$ cat src/rtl/hru_pkg.sv
package hru_pkg;
  localparam int WORD_W     = 32;
  localparam int BANK_WORDS = 7;
  localparam int CODE_W     = 4;
  localparam int BANK_W     = WORD_W * BANK_WORDS;

  typedef logic [WORD_W-1:0] word_t;

  // rotation and shift amounts of the four SHA-256 sigma functions
  localparam int BS0_A = 2,  BS0_B = 13, BS0_C = 22;
  localparam int BS1_A = 6,  BS1_B = 11, BS1_C = 25;
  localparam int SS0_A = 7,  SS0_B = 18, SS0_S = 3;
  localparam int SS1_A = 17, SS1_B = 19, SS1_S = 10;

  // codes at or above this value are not defined
  localparam logic [CODE_W-1:0] FIRST_BAD_CODE = 4'hC;

  function automatic word_t rotr(input word_t x, input int unsigned n);
    return (x >> n) | (x << (WORD_W - n));
  endfunction

  function automatic word_t choose(input word_t a, input word_t b, input word_t c);
    return (a & b) ^ (~a & c);
  endfunction

  function automatic word_t majority(input word_t a, input word_t b, input word_t c);
    return (a & b) ^ (a & c) ^ (b & c);
  endfunction

  function automatic word_t add_wrap(input word_t a, input word_t b);
    return a + b;
  endfunction
endpackage

$ cat src/rtl/hru_bool_sel.sv
module hru_bool_sel
  import hru_pkg::*;
(
  input  logic [2:0]        sel,
  input  logic [BANK_W-1:0] bank,
  output word_t             result
);
  word_t w [BANK_WORDS];

  for (genvar i = 0; i < BANK_WORDS; i++) begin : g_unpack
    assign w[i] = bank[i*WORD_W +: WORD_W];
  end

  always_comb begin
    unique case (sel)
      3'd0: result = (w[1] & w[2]) | (~w[1] & w[3]);
      3'd1: result = (w[1] & w[3]) | (w[2] & ~w[3]);
      3'd2: result = w[1] ^ w[2] ^ w[3];
      3'd3: result = w[2] ^ (w[1] | ~w[3]);
      3'd4: result = choose(w[1], w[2], w[3]);
      3'd5: result = majority(w[1], w[2], w[3]);
      3'd6: result = choose(w[4], w[5], w[6]);
      default: result = majority(w[0], w[1], w[2]);
    endcase
  end
endmodule

$ cat src/rtl/hru_rot_sel.sv
module hru_rot_sel
  import hru_pkg::*;
(
  input  logic [1:0] sel,
  input  word_t      w0,
  input  word_t      w4,
  input  word_t      sched,
  output word_t      result
);
  word_t big0, big1, small0, small1;

  assign big0   = rotr(w0, BS0_A) ^ rotr(w0, BS0_B) ^ rotr(w0, BS0_C);
  assign big1   = rotr(w4, BS1_A) ^ rotr(w4, BS1_B) ^ rotr(w4, BS1_C);
  assign small0 = rotr(sched, SS0_A) ^ rotr(sched, SS0_B) ^ (sched >> SS0_S);
  assign small1 = rotr(sched, SS1_A) ^ rotr(sched, SS1_B) ^ (sched >> SS1_S);

  always_comb begin
    unique case (sel)
      2'd0: result = big0;
      2'd1: result = big1;
      2'd2: result = small0;
      default: result = small1;
    endcase
  end
endmodule

$ cat src/rtl/hru_acc.sv
module hru_acc
  import hru_pkg::*;
(
  input  logic  clk,
  input  logic  rst_n,
  input  logic  start,
  input  logic  load,
  input  word_t wdata,
  input  word_t fn_val,
  input  logic  fn_legal,
  output word_t acc_q,
  output logic  done_q,
  output logic  bad_q
);
  logic step_ok, step_bad;
  assign step_ok  = start && !load && fn_legal;
  assign step_bad = start && !load && !fn_legal;

  always_ff @(posedge clk or negedge rst_n) begin
    if (!rst_n) begin
      acc_q  <= '0;
      done_q <= 1'b0;
      bad_q  <= 1'b0;
    end else begin
      if (load)         acc_q <= wdata;
      else if (step_ok) acc_q <= add_wrap(acc_q, fn_val);
      done_q <= step_ok || step_bad;
      bad_q  <= step_bad;
    end
  end

  p_hold_r10: assert property (@(posedge clk) disable iff (!rst_n)
    (!start && !load) |=> $stable(acc_q));
  p_load_wins_r9: assert property (@(posedge clk) disable iff (!rst_n)
    load |=> (acc_q == $past(wdata)) && !done_q);
  p_sum_r7: assert property (@(posedge clk) disable iff (!rst_n)
    (start && !load && fn_legal) |=> (acc_q == add_wrap($past(acc_q), $past(fn_val))) && done_q && !bad_q);
  p_bad_keep_r8: assert property (@(posedge clk) disable iff (!rst_n)
    (start && !load && !fn_legal) |=> bad_q && done_q && $stable(acc_q));
  p_done_cause_r7: assert property (@(posedge clk) disable iff (!rst_n)
    !start |=> !done_q);
endmodule

$ cat src/rtl/hash_round_unit.sv
module hash_round_unit
  import hru_pkg::*;
(
  input  logic              clk,
  input  logic              rst_n,
  input  logic              start,
  input  logic [CODE_W-1:0] func_sel,
  input  logic [BANK_W-1:0] opnd_bank,
  input  logic [WORD_W-1:0] sched_word,
  input  logic              acc_load,
  input  logic [WORD_W-1:0] acc_wdata,
  output logic [WORD_W-1:0] acc_out,
  output logic              done,
  output logic              bad_code
);
  word_t bool_res, rot_res, fn_val;
  logic  fn_legal;

  hru_bool_sel u_bool (
    .sel    (func_sel[2:0]),
    .bank   (opnd_bank),
    .result (bool_res)
  );

  hru_rot_sel u_rot (
    .sel    (func_sel[1:0]),
    .w0     (opnd_bank[0*WORD_W +: WORD_W]),
    .w4     (opnd_bank[4*WORD_W +: WORD_W]),
    .sched  (sched_word),
    .result (rot_res)
  );

  assign fn_legal = (func_sel < FIRST_BAD_CODE);
  assign fn_val   = func_sel[3] ? rot_res : bool_res;

  hru_acc u_acc (
    .clk      (clk),
    .rst_n    (rst_n),
    .start    (start),
    .load     (acc_load),
    .wdata    (acc_wdata),
    .fn_val   (fn_val),
    .fn_legal (fn_legal),
    .acc_q    (acc_out),
    .done_q   (done),
    .bad_q    (bad_code)
  );

  p_bad_with_done_r8: assert property (@(posedge clk) disable iff (!rst_n)
    bad_code |-> done);
endmodule

$ cat config.mk
export PLATFORM = sky130hd
export DESIGN_NAME = hash_round_unit
export DESIGN_NICKNAME = d
export VERILOG_FILES = /design/src/rtl/hru_pkg.sv /design/src/rtl/hru_bool_sel.sv /design/src/rtl/hru_rot_sel.sv /design/src/rtl/hru_acc.sv /design/src/rtl/hash_round_unit.sv
export SDC_FILE = /design/constraint.sdc
export NUM_CORES = 1
export LEC_CHECK = 0
export BUFFER_PORTS_ARGS = -buffer_cell sky130_fd_sc_hd__buf_2
export CAP_MARGIN = 20
export CELL_PAD_IN_SITES_DETAIL_PLACEMENT = 0
export CELL_PAD_IN_SITES_GLOBAL_PLACEMENT = 1
export CORE_MARGIN = 2
export CORE_UTILIZATION = 34
export DETAILED_ROUTE_END_ITERATION = 10
export PLACE_DENSITY = 0.68
export SYNTH_ARGS = -nofsm -noshare
export SYNTH_HDL_FRONTEND = slang
export SYNTH_HIERARCHICAL = 1
export SYNTH_SLANG_ARGS = --single-unit
$ cat constraint.sdc
create_clock -name clk -period 3.8 [get_ports clk]
set_clock_uncertainty 0.15 [all_clocks]
set_input_delay 0.19 -clock clk [delete_from_list [all_inputs] [get_ports clk]]
set_output_delay 0.19 -clock clk [all_outputs]
set_load 0.005 [all_outputs]
==> qor.txt <==
Worst VDD drop: 0.000261 V
Post-Syn Nets: 1878
Worst Hold Slack: 0.00704 ns
via count: 14258
first-pass GRT wire length: 88000 microns
Worst EP arrival: 3.92 ns
commonest non-fill, non-tap cell in the layout: buf_2
TritonCTS Buffers: 5
dpl ws: -0.393 ns
port buffer count: 329
power density over the cells: 278 mW/mm^2
number of max-cap violations: 0
H-tree Lvls: 2
GRT Total Usage: 30.3%
grt ovf: 0
Starting DRT DRC Count: 1236
fin area: 0.0179 sq mm
Initial Util: 34.6%
die area: 0.0389 sq mm
IO Pins: 330
DRC violation count after routing: 0
routed vias/inst: 5.65
max-slew violations: 0
kind of critical path: input port to flip-flop
FMAX: 256 MHz
drt pass-1 iters: 6
share of flip-flops with an asynchronous set or reset: 100%
crit path time final: 3.91 ns
share of layout cells above drive strength 1: 39.4%
Synth Warn #: 6
Die X: 197 microns
CTS Buffer Depth: 2
largest net degree at the start of global routing: 47
core area: 0.0367 sq mm
CTS tree: done
most frequent cells in the layout: 326 x buf_2, 297 x buf_4, 128 x nand2_1
synthesized area: 0.0127 sq mm
Post-Route WL: 60700 microns
initial antenna violation count: 3
flop and latch count out of synthesis: 34
# setup viols final: 3
cells after synthesis: 1486
Worst-Margin Slew: 0.783 ns
Crit path required time: 3.81 ns
Worst-path clk slew: 0.05 ns
number of synthesized flops with an enable pin: 0
Final WS setup: -0.111 ns
Worst Hold Class: input port to flip-flop
Final Hold Viols: 0
vias in the first global route: 14119
Area Growth Syn to Fin: 41.0%
Synth cell types: 76
placed cell count: 2478
worst-skew pair later-pin latency: 0.29 ns
post-synthesis sequential area ratio: 6.70%
status: finished with violations
leak pwr: 8.50 nW
RSZ-0062 raised after global routing: yes
final core occ: 48.8%
crit end category: flip-flop
maximum fanout along the worst path: 5
DP Area: 0.0169 sq mm
Syn Area/Cell: 8.54 sq um
Die Height: 197 microns
Final Non-Filler Cells: 2525
HPWL after detailed placement: 51200 microns
# clock sinks: 34
Wirelength per Cell: 24.1 microns
RePlAce Congestion: 0.991
ANT nets after route: 0
Rows: 70
nets: 2446
Period Utilization, post-route: 103%
Worst slew margin: 47.8%
main flop type after synthesis: dfrtp_1
CP Launch Type: input port
violated checks: negative setup slack
clock root buffer: clkbuf_16
==> state kept, by name, indices dropped and copies added, names as in the netlist <==
signal	flops
u_acc/bad_q	1
u_acc/done_q	1
u_acc/acc_q	32
==> stage by stage <==
step	power [mW]	setup TNS [ns]
5_1_grt	5.29	-1.63
2_1_floorplan	2.48	-0.600
3_5_place_dp	4.18	-5.45
6_report	4.98	-0.208
3_3_place_gp	4.17	-4.82
4_1_cts	4.72	-0.00500
==> cell usage after synthesis, types with 18 or more instances <==
cell type / n / area, sq um
a211o_1: 25 / 219
a21oi_1: 102 / 510
a22oi_1: 32 / 240
a32oi_1: 21 / 184
buf_2: 39 / 195
clkbuf_1: 58 / 218
dfrtp_1: 34 / 851
fa_1: 33 / 661
ha_1: 63 / 788
mux2_2: 24 / 270
mux2_4: 31 / 465
mux2i_1: 56 / 561
nand2_1: 130 / 488
nand3b_1: 18 / 135
nor2_1: 91 / 342
nor2b_1: 82 / 513
nor3_1: 32 / 160
o211ai_1: 33 / 248
o21ai_0: 68 / 340
o221ai_1: 33 / 289
xnor2_1: 123 / 1080
xnor3_1: 30 / 676
xor2_1: 49 / 429
xor3_1: 37 / 880
==> layer usage <==
metal | GRT usage (%) | up-vias | routed length, microns
met5 | 0 | - | 13
met4 | 8.33 | 2 | 1880
met3 | 3.11 | 79 | 3820
met2 | 51.4 | 581 | 28400
met1 | 40.8 | 6967 | 26600
li1 | - | 6629 | -
==> report_power, final <==
group          internal, mW  switching, mW  leakage [nW]  total (mW)
Combinational          1.99           1.98          8.01        3.96
Clock                 0.309          0.161        0.0761       0.470
Sequential            0.433          0.112         0.414       0.545
Total                  2.73           2.25          8.50        4.98
==> final timing paths <==
check	start	end	slack (ns)	depth (start not counted)
max	func_sel[1]	u_acc/acc_q[22]$_DFFE_PN0P_	-0.11	20
min	acc_wdata[24]	u_acc/acc_q[24]$_DFFE_PN0P_	0.007	3
max reg2reg	u_acc/acc_q[0]$_DFFE_PN0P_	u_acc/acc_q[22]$_DFFE_PN0P_	0.77	12
min reg2reg	u_acc/acc_q[25]$_DFFE_PN0P_	u_acc/acc_q[25]$_DFFE_PN0P_	0.47	2
max in group asynchronous	rst_n	u_acc/acc_q[28]$_DFFE_PN0P_	2.61	2
min in group asynchronous	rst_n	u_acc/acc_q[6]$_DFFE_PN0P_	0.38	2
==> final cells by class <==
cell class              count  area, sq um
well taps                 468          586
clock buffers               5          125
flip-flops and latches     34          851
inverters                  10         41.3
multi-input cells        1323        11600
repair buffers            680         4680
fillers                  3680        18800
clock inverters             3         45.0
diodes                      2         5.00
==> kinds of logic after synthesis <==
family	count (synthesis)	synth area share [%]
AO/OA/AOI/OAI	456	25.6
AND/OR/NAND/NOR	421	16.7
XOR/XNOR	239	24.1
buffers and inverters	129	5.27
multiplexers	111	10.2
adder cells (fa/ha/maj)	96	11.4
flip-flops	34	6.70
==> timing repair <==
item	in CTS	in global routing
cloned	0	2
endpoints found under the setup margin	10	20
hold buffers	25	0
hold endpoints to repair	58	0
resized for setup	15	63
setup buffers	1	9
pin swaps	6	21
==> critical path, stage by stage <==
cell,delay [ns]
buf_6,0.10
or3b_4,0.46
buf_12,0.17
nand4b_1,0.08
o211ai_1,0.11
xnor2_1,0.17
a32oi_1,0.09
mux2_4,0.30
ha_4,0.17
fa_2,0.33
a21o_1,0.21
a311o_1,0.32
o211ai_2,0.10
o31ai_4,0.10
a31oi_4,0.26
buf_6,0.14
o21a_4,0.13
o21bai_2,0.06
xor2_1,0.14
a221o_1,0.28
(Power assumes the default switching activity.)
